File: src/rtl/vclk_div_pkg.sv
package vclk_div_pkg;

  localparam int unsigned CODE_W    = 3;
  localparam int unsigned NUM_CH    = 7;
  localparam int unsigned NUM_DIV   = 2 * NUM_CH;
  localparam int unsigned DATA_W    = 32;
  localparam int unsigned ADDR_W    = 8;
  localparam int unsigned FLAG_BIT  = 31;
  localparam logic [ADDR_W-1:0] SEL_OFS   = 8'h18;
  localparam logic [ADDR_W-1:0] RATIO_OFS = 8'h1C;

  typedef enum logic {
    WORD_SEL   = 1'b0,
    WORD_RATIO = 1'b1
  } word_e;

  // Channel order inside one pipeline: vga, picture, tv encoder,
  // hdmi pixel-extension, hdmi, interface, layer.
  function automatic word_e field_word(int unsigned idx);
    int unsigned ch;
    ch = idx % NUM_CH;
    return (ch < 2) ? WORD_SEL : WORD_RATIO;
  endfunction

  function automatic int unsigned field_lsb(int unsigned idx);
    int unsigned ch;
    logic        aux;
    ch  = idx % NUM_CH;
    aux = (idx >= NUM_CH);
    case (ch)
      0:       return aux ? 29 : 26;
      1:       return aux ? 20 : 23;
      2:       return aux ? 28 : 13;
      3:       return aux ? 25 : 22;
      4:       return aux ? 19 : 16;
      5:       return aux ? 9  : 6;
      default: return aux ? 3  : 0;
    endcase
  endfunction

  // Keep the contiguous run of ones starting at bit 0.
  function automatic logic [CODE_W-1:0] legal_mask(logic [CODE_W-1:0] c);
    logic [CODE_W-1:0] m;
    logic              keep;
    m    = '0;
    keep = 1'b1;
    for (int b = 0; b < CODE_W; b++) begin
      keep = keep & c[b];
      m[b] = keep;
    end
    return m;
  endfunction

endpackage

File: src/rtl/vclk_div_regs.sv
module vclk_div_regs
  import vclk_div_pkg::*;
#(
  parameter int unsigned P_ADDR_W = ADDR_W,
  parameter int unsigned P_DATA_W = DATA_W,
  parameter int unsigned P_CODE_W = CODE_W,
  parameter int unsigned P_NUM    = NUM_DIV,
  parameter int unsigned P_FLAG   = FLAG_BIT
) (
  input  logic                      clk_i,
  input  logic                      rst_ni,
  input  logic                      wr_en_i,
  input  logic [P_ADDR_W-1:0]       wr_addr_i,
  input  logic [P_DATA_W-1:0]       wr_data_i,
  input  logic [P_ADDR_W-1:0]       rd_addr_i,
  output logic [P_DATA_W-1:0]       rd_data_o,
  output logic [P_DATA_W-1:0]       sel_word_o,
  output logic                      flag_o,
  output logic [P_NUM*P_CODE_W-1:0] act_codes_o
);

  localparam int unsigned TOT_W = P_NUM * P_CODE_W;

  logic [P_DATA_W-1:0] sel_q, sel_d;
  logic [P_DATA_W-1:0] ratio_q, ratio_d;
  logic                flag_q;
  logic                upd_rise;
  logic [TOT_W-1:0]    staged;
  logic [TOT_W-1:0]    act_q, act_d;

  for (genvar g = 0; g < P_NUM; g++) begin : g_stage
    localparam int unsigned LSB = field_lsb(g);
    if (field_word(g) == WORD_SEL) begin : g_sel
      assign staged[g*P_CODE_W +: P_CODE_W] = legal_mask(sel_q[LSB +: P_CODE_W]);
    end else begin : g_ratio
      assign staged[g*P_CODE_W +: P_CODE_W] = legal_mask(ratio_q[LSB +: P_CODE_W]);
    end
  end

  assign upd_rise = ratio_q[P_FLAG] & ~flag_q;

  always_comb begin
    sel_d   = sel_q;
    ratio_d = ratio_q;
    if (wr_en_i && (wr_addr_i == SEL_OFS))   sel_d   = wr_data_i;
    if (wr_en_i && (wr_addr_i == RATIO_OFS)) ratio_d = wr_data_i;
    act_d = upd_rise ? staged : act_q;
  end

  always_ff @(posedge clk_i or negedge rst_ni) begin
    if (!rst_ni) begin
      sel_q   <= '0;
      ratio_q <= '0;
      flag_q  <= 1'b0;
      act_q   <= '0;
    end else begin
      sel_q   <= sel_d;
      ratio_q <= ratio_d;
      flag_q  <= ratio_q[P_FLAG];
      act_q   <= act_d;
    end
  end

  always_comb begin
    rd_data_o = '0;
    if (rd_addr_i == SEL_OFS)        rd_data_o = sel_q;
    else if (rd_addr_i == RATIO_OFS) rd_data_o = ratio_q;
  end

  assign sel_word_o  = sel_q;
  assign flag_o      = ratio_q[P_FLAG];
  assign act_codes_o = act_q;

endmodule

File: src/rtl/vclk_div_cell.sv
module vclk_div_cell #(
  parameter int unsigned P_CODE_W = vclk_div_pkg::CODE_W
) (
  input  logic                clk_i,
  input  logic                rst_ni,
  input  logic [P_CODE_W-1:0] code_i,
  output logic [P_CODE_W-1:0] run_o,
  output logic                tick_o
);

  logic [P_CODE_W-1:0] cnt_q, cnt_d;
  logic [P_CODE_W-1:0] run_q, run_d;
  logic                wrap;

  assign wrap = (cnt_q == run_q);

  always_comb begin
    cnt_d = cnt_q + P_CODE_W'(1);
    run_d = run_q;
    if (wrap) begin
      cnt_d = '0;
      run_d = code_i;
    end
  end

  always_ff @(posedge clk_i or negedge rst_ni) begin
    if (!rst_ni) begin
      cnt_q <= '0;
      run_q <= '0;
    end else begin
      cnt_q <= cnt_d;
      run_q <= run_d;
    end
  end

  assign tick_o = (cnt_q == '0);
  assign run_o  = run_q;

endmodule

File: src/rtl/vclk_div_bank.sv
module vclk_div_bank
  import vclk_div_pkg::*;
#(
  parameter int unsigned P_ADDR_W = ADDR_W,
  parameter int unsigned P_DATA_W = DATA_W,
  parameter int unsigned P_CODE_W = CODE_W,
  parameter int unsigned P_NUM    = NUM_DIV
) (
  input  logic                clk_i,
  input  logic                rst_ni,
  input  logic                wr_en_i,
  input  logic [P_ADDR_W-1:0] wr_addr_i,
  input  logic [P_DATA_W-1:0] wr_data_i,
  input  logic [P_ADDR_W-1:0] rd_addr_i,
  output logic [P_DATA_W-1:0] rd_data_o,
  output logic [P_NUM-1:0]    tick_o
);

  logic [P_DATA_W-1:0]       sel_word;
  logic                      upd_flag;
  logic [P_NUM*P_CODE_W-1:0] act_codes;
  logic [P_NUM*P_CODE_W-1:0] run_codes;

  vclk_div_regs #(
    .P_ADDR_W (P_ADDR_W),
    .P_DATA_W (P_DATA_W),
    .P_CODE_W (P_CODE_W),
    .P_NUM    (P_NUM),
    .P_FLAG   (FLAG_BIT)
  ) regs_i (
    .clk_i       (clk_i),
    .rst_ni      (rst_ni),
    .wr_en_i     (wr_en_i),
    .wr_addr_i   (wr_addr_i),
    .wr_data_i   (wr_data_i),
    .rd_addr_i   (rd_addr_i),
    .rd_data_o   (rd_data_o),
    .sel_word_o  (sel_word),
    .flag_o      (upd_flag),
    .act_codes_o (act_codes)
  );

  for (genvar g = 0; g < P_NUM; g++) begin : g_div
    vclk_div_cell #(.P_CODE_W(P_CODE_W)) div_i (
      .clk_i  (clk_i),
      .rst_ni (rst_ni),
      .code_i (act_codes[g*P_CODE_W +: P_CODE_W]),
      .run_o  (run_codes[g*P_CODE_W +: P_CODE_W]),
      .tick_o (tick_o[g])
    );
  end

endmodule

File: config.mk
export PLATFORM = sky130hd
export DESIGN_NAME = vclk_div_bank
export DESIGN_NICKNAME = d
export VERILOG_FILES = /design/src/rtl/vclk_div_pkg.sv /design/src/rtl/vclk_div_regs.sv /design/src/rtl/vclk_div_cell.sv /design/src/rtl/vclk_div_bank.sv
export SDC_FILE = /design/constraint.sdc
export NUM_CORES = 1
export LEC_CHECK = 0
export BUFFER_PORTS_ARGS = -buffer_cell sky130_fd_sc_hd__buf_2
export CAP_MARGIN = 10
export CORE_UTILIZATION = 45
export DETAILED_ROUTE_END_ITERATION = 8
export PLACE_DENSITY = 0.72
export SYNTH_ARGS = -nofsm -noshare
export SYNTH_HDL_FRONTEND = slang
export SYNTH_HIERARCHICAL = 1
export SYNTH_SLANG_ARGS = --single-unit
File: constraint.sdc
create_clock -name clk_i -period 1.2 [get_ports clk_i]
set_input_delay 0.06 -clock clk_i [delete_from_list [all_inputs] [get_ports clk_i]]
set_output_delay 0.06 -clock clk_i [all_outputs]
set_load 0.05 [all_outputs]
Word level (Yosys, flattened, before mapping). Index checks and enable logic that the tools add are counted. W data, S select, Z words.

Word-level logic and storage cells: 126. Output and inout bits: 46. Input bits: 51. Register bits: 191.

Multiplexer cells: 16. Bitwise operators: 30. Add/subtract/negate cells: 14. Equality and inequality tests: 18. Reductions and logical operators: 16.

Operator list (count): $mux W32 (2); $add A3 B1 Y3 const B (14); $eq A3 B3 Y1 (14); $logic_not A3 Y1 (14); $mux W3 (14); $eq A8 B5 Y1 const B (4); $and A1 B1 Y1 (29); $logic_and A1 B1 Y1 (2); $not A1 Y1 (1).

Depth between registers and ports, before layout. Gate-level depths: netlist of the first run.

Word-level depth: 3. Depth in mapped cells: 6. Depth with buffers taken out: 3.

Cells and area by module. Netlist of the first run, hierarchy kept.

By module, submodules not included: vclk_div_regs (sequential area each 2677.6 sq um, times used 1, area each 4762.1 sq um, cells each 352); vclk_div_cell (sequential area each 150.1 sq um, times used 14, area each 290.3 sq um, cells each 22).

Worst setup path after synthesis of the first run. OpenSTA, ideal clock, no wires.

Kind: input to output. From: input port rd_addr_i[0]. To: output port rd_data_o[10]. Path slack: -271 ps. Required time: 1140 ps. Arrival time: 1411 ps. Stages: 4. Path buffers: 1. Cells stage by stage: nor4b_1 nand3_1 clkbuf_1 nor2_1.

Word-level cells in the longest chain between the ends: 3. Elaborated cells on any way between the ends: 4. Those cells by class: 2 x eq/ne; 2 x mux.

Ends and longest elaborated chain: from (decl) (RTL line vclk_div_bank.sv:14) `input logic [P_ADDR_W-1:0] rd_addr_i,`; $eq A8 B5 Y1 (RTL line vclk_div_regs.sv:67) `else if (rd_addr_i == RATIO_OFS) rd_data_o = ratio_q;`; $mux W32 (RTL line vclk_div_regs.sv:67); $mux W32 (*) (RTL line vclk_div_regs.sv:66) `if (rd_addr_i == SEL_OFS) rd_data_o = sel_q;`; to (decl) (RTL line vclk_div_bank.sv:15) `output logic [P_DATA_W-1:0] rd_data_o,`.

Every way passes the cells marked *; elsewhere a longest branch is shown, timed or not.

Worst setup path after layout of the first run.
From: register g_div[13].div_i.cnt_q[1]. To: register g_div[13].div_i.cnt_q[1].

Word-level cells in the longest chain between the ends: 2. Elaborated cells on any way between the ends: 3. Those cells by class: 1 x add/sub; 1 x eq/ne; 1 x mux.

Ends and longest elaborated chain: from (decl) (RTL line vclk_div_cell.sv:11) `logic [P_CODE_W-1:0] cnt_q, cnt_d;`; from (signal assigned) (RTL line vclk_div_cell.sv:31) `cnt_q <= cnt_d;`; $add A3 B1 Y3 / $eq A3 B3 Y1 (equally long branches) (RTL line vclk_div_cell.sv:18, vclk_div_cell.sv:15); $mux W3 (*) (RTL line vclk_div_cell.sv:20) `if (wrap) begin`; named net g_div[13].div_i.cnt_d[1] (RTL line vclk_div_cell.sv:11).

The timed path passes the listed nets; every way through them passes the cells marked *. A chain may end at the register's enable or synchronous reset.

==> results of run 1 <==
[worst max-delay path, stage by stage, from the launching register on]
cell     delay [ns]
dfrtp_1        0.41
buf_6          0.14
xor2_4         0.18
nor3_4         0.34
buf_6          0.16
and2b_2        0.21
[cell type report]
| type | instances | area, sq um | area share |
|---|---|---|---|
| clock buffer | 22 | 484 | 0.0339 |
| clock inverter | 10 | 109 | 0.00762 |
| inverter | 28 | 153 | 0.0107 |
| multi-input combinational | 415 | 5030 | 0.352 |
| sequential | 191 | 4780 | 0.335 |
| tap | 260 | 325 | 0.0228 |
| timing repair buffer | 345 | 3400 | 0.238 |
[state kept, by name, summed over array words and instances (netlist names)]
name                flops
g_div.div_i/cnt_q      42
regs_i/act_codes_o     42
regs_i/flag_q           1
regs_i/ratio_q         32
regs_i/sel_word_o      32
g_div.div_i/run_o      42
[stage by stage]
step	instance area [sq um]	TNS, ns	instances
finish	14300	-31.20	1271
global route	14300	-38.13	1271
CTS	13400	-27.86	1233
detailed placement	10400	-23.59	1062
global placement	10400	-18.25	1062
floorplan	9080	-5.81	656
[worst paths after layout]
check / start / to / slack, ns / cells past startpoint
max: g_div[13].div_i/cnt_q[1] / g_div[13].div_i/cnt_q[1] / -0.35 / 5
min: rst_ni / g_div[0].div_i/cnt_q[1] / 0.1 / 2
max reg2reg: g_div[13].div_i/cnt_q[1] / g_div[13].div_i/cnt_q[1] / -0.35 / 5
min reg2reg: regs_i/act_codes_o[1] / regs_i/act_codes_o[1] / 0.51 / 2
max in group asynchronous: rst_ni / regs_i/act_codes_o[5] / 0.52 / 3
min in group clk_i: wr_addr_i[2] / regs_i/ratio_q[26] / 0.26 / 4
[power by group]
part / switching (mW) / leakage (nW) / total [mW] / internal (mW)
Combinational: 4.15 / 4.18 / 9.30 / 5.15
Sequential: 0.437 / 2.64 / 7.35 / 6.91
Clock: 2.39 / 0.292 / 5.67 / 3.28
[layer usage]
layer / track usage / vias up / wire (um)
li1: - / 2864 / -
met1: 0.277 / 3169 / 9880
met2: 0.430 / 148 / 13300
met3: 0.0466 / 34 / 780
met4: 0.0651 / 2 / 474
met5: 0 / - / 14
[repair_timing]
item	4_1_cts	5_1_grt
pin swaps	27	40
hold buffers	33	0
resized for setup	322	127
gates cloned	5	7
buffers inserted	102	34
setup endpoints to repair	116	167
hold endpoints to repair	255	0
==> results.py, run 1 <==
metrics = {
    "run_status": {
        "status": "complete, but fails checks",
        "violations": "negative setup slack",
    },
    "drt": {
        "wirelength_um": 24400,
        "wire_per_inst_um": 19.2,
        "vias_per_cell": 4.89,
        "drtIter0Drc": 259,
        "drc": 0,
        "vias": 6217,
        "final_antenna_net_count": 0,
        "dr.pass1.iters": 4,
    },
    "yosys": {
        "syn_area_sq_um": 8800,
        "postSynthAreaPerCell_sq_um": 13.4,
        "yosysWarnings": 6,
        "synthCells": 656,
        "synth_nets": 735,
    },
    "floorplanning": {
        "die_h_um": 142,
        "pin_count": 97,
        "die_area_sq_um": 20100,
        "rows": 50,
        "coreArea_sq_um": 19000,
        "initial_utilization": 0.464,
        "dieWidth_um": 142,
    },
    "grt": {
        "grt_use_total": 0.234,
        "grt_pass1_wl_um": 35800,
        "antenna_found_initial": 1,
        "overflow": 0,
        "grt_pass1_vias": 7009,
        "grt_max_degree": 36,
    },
    "layout": {
        "synthToLayoutAreaGrowth_pct": 62.4,
        "final_cell_mix": "190 x dfrtp_1, 122 x buf_4, 105 x buf_6",
        "drive_gt1_frac": 0.669,
        "nets": 1077,
        "diodes": 0,
        "final_util": 0.754,
        "layout_commonest_cell": "dfrtp_1",
        "fillerInstances": 1078,
    },
    "sta": {
        "post-route-period-util": 1.29,
        "hold_violations": 0,
        "max_freq_mhz": 644,
        "setup_slack_ns": -0.354,
        "rsz0062_at_grt": "yes",
        "slew_viol_final": 0,
        "setup_viol": 170,
        "tightest_slew_ns": 0.354,
        "fin_worst_skew_ns": 0.00628,
        "period_needed_ns": 1.55,
        "slew_headroom": 0.763,
        "hold_ws_ns": 0.0971,
    },
    "clock_network": {
        "clk_latency_ns": 0.43,
        "clk_pin_slew_worst_paths_ns": 0.06,
        "clockBufferDepth": 2,
        "numCtsBuffers": 17,
        "cts-root-buf": "clkbuf_16",
        "h-tree-depth": 4,
        "clock-sinks": 191,
        "cts_tree": "built",
    },
    "worst_setup_path": {
        "required_ns": 1.52,
        "start_kind": "flop",
        "cp.arrival_ns": 1.88,
        "critPathMaxFanout": 4,
        "critical_path_class": "reg -> reg",
        "cp-end-kind": "flop",
    },
    "flow_run": {
        "maxCapViolCount": 0,
    },
    "placed_design": {
        "gp_congestion": 0.747,
        "preCtsSetupSlack_ns": -0.297,
        "port_buffers": 96,
        "hpwl_um": 12300,
    },
    "power": {
        "p_leak_nw": 7.11,
        "power_density_nw_per_um2": 1560,
        "total_power_mw": 22.3,
        "ir_drop_uv": 1170,
    },
    "min_path": {
        "holdCritPathClass": "in -> async",
    },
}
Power figures use the tool's default switching activity.
==> inputs of run 2 (changes only) <==
- ABC_AREA: not set -> 1
==> run 2 against run 1 <==
  * The run still ends with negative setup slack left
  * Cell count increased by 34%
  * Synthesized cell count up 74%
  * Sequential power shrank 1%
  * Critical path depth is the same
  * Sequential share of layout area up 0.10 points
  * Global-route usage decreased by 0.84 points
  * Design area shrank 0.30%
  * Hold slack worse by 0.0076 ns
  * Flip-flop and latch count unchanged
  * Count of clock-buffer cells in the layout down 5
  * Synthesized area up 9.9%
  * Clock skew up 0.0027 ns
==> results.py, run 2 <==
metrics = {
    "run_status": {
        "status": "complete, but fails checks",
        "violations": "negative setup slack",
    },
    "layout": {
        "layout_commonest_cell": "nand2_1",
        "final_cell_mix": "333 x nand2_1, 190 x dfrtp_1, 132 x buf_4",
        "drive_gt1_frac": 0.402,
        "finalInstanceArea_sq_um": 14200,
        "nets": 1489,
        "synthToLayoutAreaGrowth_pct": 47.4,
    },
    "power": {
        "ir_drop_uv": 1070,
        "power_density_nw_per_um2": 1430,
        "p_leak_nw": 7.53,
    },
    "sta": {
        "rsz0062_at_grt": "yes",
        "period_needed_ns": 1.48,
        "setup_viol": 79,
        "slew_headroom": 0.729,
        "post-route-period-util": 1.23,
        "max_freq_mhz": 678,
        "setup_slack_ns": -0.275,
        "slew_viol_final": 0,
        "tightest_slew_ns": 0.406,
        "hold_violations": 0,
        "fin_setup_tns_ns": -6.36,
        "fin_worst_skew_ns": 0.00900,
    },
    "grt": {
        "antenna_found_initial": 1,
        "grt_use_total": 0.226,
        "grt_max_degree": 45,
        "overflow": 0,
        "grt_pass1_wl_um": 39600,
        "grt_pass1_vias": 8302,
    },
    "drt": {
        "final_antenna_net_count": 0,
        "dr.pass1.iters": 6,
        "wire_per_inst_um": 17.1,
        "drc": 0,
        "vias_per_cell": 5.41,
        "vias": 9191,
        "drtIter0Drc": 775,
        "wirelength_um": 29000,
    },
    "clock_network": {
        "clk_pin_slew_worst_paths_ns": 0.08,
        "clock-sinks": 191,
        "clk_latency_ns": 0.45,
        "numCtsBuffers": 17,
        "cts-root-buf": "clkbuf_16",
        "h-tree-depth": 4,
        "cts_tree": "built",
        "clockBufferDepth": 2,
    },
    "placed_design": {
        "preCtsSetupSlack_ns": -0.0999,
        "gp_congestion": 0.829,
        "place_area_sq_um": 10700,
        "port_buffers": 96,
        "hpwl_um": 14800,
    },
    "worst_setup_path": {
        "cp.arrival_ns": 1.42,
        "start_kind": "flop",
        "critPathMaxFanout": 2,
        "required_ns": 1.14,
        "rr_worst_depth": 6,
        "cp-end-kind": "primary output",
        "critical_path_class": "reg -> out",
    },
    "yosys": {
        "synth_nets": 1219,
        "postSynthAreaPerCell_sq_um": 8.48,
        "synthCells": 1140,
        "syn_area_sq_um": 9660,
        "yosysWarnings": 6,
    },
    "flow_run": {
        "maxCapViolCount": 0,
    },
    "floorplanning": {
        "initial_utilization": 0.460,
        "coreArea_sq_um": 21000,
        "die_h_um": 149,
        "dieWidth_um": 149,
        "die_area_sq_um": 22100,
        "pin_count": 97,
        "rows": 53,
    },
    "min_path": {
        "holdCritPathClass": "in -> async",
    },
}
==> run 2: metrics by stage <==
step,cells,power (mW),hold slack (ns),utilization
global route,1699,21.3,0.103,0.678
floorplan,1140,10.5,-0.236,-
global placement,1504,11.6,-0.00942,0.510
CTS,1655,18.7,0.0884,0.607
finish,1699,20.3,0.0895,0.678
detailed placement,1504,11.7,-0.00926,0.510
==> run 2: layer usage <==
layer	vias up	routed length [um]	global-route usage
met5	-	0	0
met4	0	891	0.0887
met3	75	2020	0.0402
met2	442	14600	0.371
met1	4474	11500	0.296
li1	4200	-	-
==> run 2: critical path, cell delays in order (launching register included) <==
cell,delay [ns]
dfrtp_1,0.40
inv_2,0.10
ha_4,0.15
inv_2,0.04
nor2_4,0.10
buf_6,0.16
==> run 2: what timing repair did <==
item | in CTS | in global routing
hold endpoints to repair | 255 | 0
setup buffers | 83 | 36
pin swaps | 45 | 104
cloned | 0 | 9
gates resized for setup | 157 | 274
setup endpoints to repair | 46 | 145
hold buffers | 36 | 0
==> run 2: layout make-up <==
cell class | count | area, sq um
well taps | 275 | 344
clock inverters | 15 | 146
multi-input cells | 752 | 5130
diodes | 1 | 2.50
inverters | 149 | 564
flip-flops and latches | 191 | 4780
repair buffers | 299 | 2850
clock buffers | 17 | 425
fillers | 1405 | 6780
==> run 2: worst paths after layout <==
check	from	to	slack, ns
hold / removal	rst_ni	regs_i/sel_word_o[28]	0.09
min in group clk_i	wr_addr_i[2]	regs_i/sel_word_o[17]	0.12
hold reg to reg	regs_i/act_codes_o[21]	regs_i/act_codes_o[21]	0.49
max in group asynchronous	rst_ni	g_div[5].div_i/cnt_q[0]	0.56
setup reg to reg	g_div[12].div_i/cnt_q[0]	g_div[12].div_i/run_o[1]	-0.11
setup / recovery	g_div[2].div_i/cnt_q[1]	tick_o[2]	-0.28
==> run 2: power by group <==
| part | switching (mW) | leakage [nW] | internal, mW | total (mW) |
|---|---|---|---|---|
| registers | 0.395 | 2.64 | 6.89 | 7.28 |
| clock network | 2.79 | 0.273 | 2.76 | 5.56 |
| logic | 4.19 | 4.61 | 3.29 | 7.48 |
==> inputs of run 3 (changes only) <==
- CORE_ASPECT_RATIO: not set -> 1.1
==> run 3 against run 2 <==
  * The flow still finishes with violations (negative setup slack)
  * Combinational power barely moved
  * Non-clock buffer count up 3
  * Cell count increased by 0.77%
  * Clock skew rose by 0.0012 ns
  * Setup slack improved by 0.0062 ns
  * Critical endpoint is now tick_o[12]
  * Design area is 3.0% higher
==> results.py, run 3 (synthesis gave the netlist of run 2 again) <==
metrics = {
    "clock_network": {
        "cts-root-buf": "clkbuf_16",
        "cts_tree": "built",
        "clock-sinks": 191,
        "clk_pin_slew_worst_paths_ns": 0.08,
        "clockBufferDepth": 2,
        "clk_latency_ns": 0.44,
        "numCtsBuffers": 17,
        "h-tree-depth": 4,
    },
    "sta": {
        "rsz0062_at_grt": "yes",
        "fin_setup_tns_ns": -8.31,
        "period_needed_ns": 1.47,
        "setup_viol": 82,
        "slew_headroom": 0.701,
        "post-route-period-util": 1.22,
        "fin_worst_skew_ns": 0.0102,
        "tightest_slew_ns": 0.448,
        "max_freq_mhz": 681,
        "slew_viol_final": 0,
        "setup_slack_ns": -0.269,
        "hold_violations": 0,
    },
    "layout": {
        "finalInstanceArea_sq_um": 14700,
        "layout_commonest_cell": "nand2_1",
        "drive_gt1_frac": 0.411,
        "stdcell_count": 1712,
        "final_cell_mix": "334 x nand2_1, 191 x dfrtp_1, 130 x buf_4",
        "nets": 1492,
        "synthToLayoutAreaGrowth_pct": 51.8,
    },
    "grt": {
        "grt_max_degree": 47,
        "antenna_found_initial": 1,
        "grt_pass1_vias": 8481,
        "grt_pass1_wl_um": 39200,
        "overflow": 0,
        "grt_use_total": 0.223,
    },
    "power": {
        "total_power_mw": 20.5,
        "p_clk_frac": 0.281,
        "swShare": 0.360,
        "p_switching_mw": 7.38,
        "comb_power_share": 0.364,
        "seqPwrFrac": 0.355,
        "ir_drop_uv": 1240,
        "internal_power_mw": 13.1,
        "p_leak_nw": 7.60,
        "power_density_nw_per_um2": 1400,
    },
    "drt": {
        "dr.pass1.iters": 7,
        "drc": 0,
        "final_antenna_net_count": 0,
        "wirelength_um": 31400,
        "vias": 9424,
        "wire_per_inst_um": 18.3,
        "drtIter0Drc": 1053,
        "vias_per_cell": 5.50,
    },
    "min_path": {
        "whs_path_depth": 5,
        "min-delay-start": "wr_addr_i[6]",
        "whs_endpoint": "regs_i/ratio_q[1]",
        "holdCritPathClass": "in -> reg",
    },
    "floorplanning": {
        "pin_count": 97,
        "dieWidth_um": 142,
        "die_area_sq_um": 22100,
        "rows": 55,
        "initial_utilization": 0.465,
        "die_h_um": 156,
        "coreArea_sq_um": 20800,
    },
    "placed_design": {
        "gp_congestion": 0.823,
        "preCtsSetupSlack_ns": -0.117,
        "hpwl_um": 15000,
        "dp_cells": 1516,
        "place_area_sq_um": 10700,
        "port_buffers": 96,
    },
    "worst_setup_path": {
        "r2r-start": "regs_i/ratio_q[31]",
        "start_kind": "flop",
        "critical_path_class": "reg -> out",
        "ff2ff_setup_slack_ns": -0.17,
        "critPathMaxFanout": 2,
        "slowest_stage": "dfrtp_1",
        "required_ns": 1.14,
        "cp-end-kind": "primary output",
        "path_cells": "inv_2 -> ha_4 -> inv_2 -> nor2_4 -> buf_8",
        "cp.arrival_ns": 1.41,
        "path_buf_inv": 3,
        "cpPeakStageDelay_ns": 0.41,
        "rr_worst_depth": 6,
        "path_common_cell": "inv_2",
        "cp_top_family": "flip-flops",
        "timing.rr.end": "regs_i/act_codes_o[32]",
    },
    "run_status": {
        "violations": "negative setup slack",
        "status": "complete, but fails checks",
    },
    "flow_run": {
        "maxCapViolCount": 0,
    },
}
## run 3: changes by cell type in the layout (fill, tap and decap cells not counted), sizes merged
cell and delta:
clkinv +2, dlygate4sd3 -3, clkbuf +3, clkinvlp -2, buf +3, bufinv +1, inv -1
## run 3: repair_timing
| item | in CTS | in global routing |
|---|---|---|
| hold endpoints to repair | 255 | 0 |
| setup buffers | 92 | 35 |
| pin swaps | 29 | 116 |
| gates resized for setup | 176 | 297 |
| gates cloned | 0 | 16 |
| hold buffers | 33 | 0 |
| endpoints found under the setup margin | 46 | 149 |
## run 3: final cells by class
type | count | area (sq um)
fillers | 1385 | 6120
multi-input cells | 752 | 5330
flip-flops and latches | 191 | 4780
repair buffers | 302 | 3030
inverters | 149 | 567
clock buffers | 17 | 425
well taps | 285 | 357
clock inverters | 15 | 174
diodes | 1 | 2.50
## run 3: layer usage
metal  wire length [um]  up-vias  global-route usage
li1                   -     4226                   -
met1              11600     4619               0.279
met2              16300      475               0.391
met3               2220      104              0.0454
met4               1210        0              0.0625
met5                  0        -                   0
## run 3: per-stage QoR
step / hold slack, ns / util
floorplan: -0.236 / -
global placement: 0.0451 / 0.516
detailed placement: 0.0426 / 0.516
CTS: 0.0948 / 0.620
global route: 0.116 / 0.706
finish: 0.108 / 0.706
## run 3: worst reg2reg max path, stage by stage, from the launching register on
cell and delay [ns]:
dfrtp_1 0.38, buf_6 0.13, inv_8 0.03, buf_4 0.15, buf_8 0.17, o21ai_0 0.26
o21ai_1 0.12
## run 3: worst max path at each step
stage               slack [ns]  cells past startpoint       endpoint                     start
finish                   -0.27                      5     tick_o[12]  g_div[12].div_i/cnt_q[1]
CTS                      -0.27                      5     tick_o[12]  g_div[12].div_i/cnt_q[0]
global route             -0.31                      5     tick_o[12]  g_div[12].div_i/cnt_q[1]
global placement         -0.08                      8  rd_data_o[20]              rd_addr_i[1]
detailed placement       -0.12                      8  rd_data_o[25]              rd_addr_i[1]
floorplan                 0.03                      6  rd_data_o[10]              rd_addr_i[5]
## run 3: power by group through the flow
| stage | clock network [mW] | logic, mW | registers, mW |
|---|---|---|---|
| after floorplan | 0 | 3.11 | 7.37 |
| after global placement | 0 | 4.17 | 7.47 |
| after detailed placement | 0 | 4.23 | 7.48 |
| after CTS | 5.79 | 5.86 | 7.18 |
| after global routing | 6.09 | 8.07 | 7.33 |
| final | 5.77 | 7.47 | 7.29 |
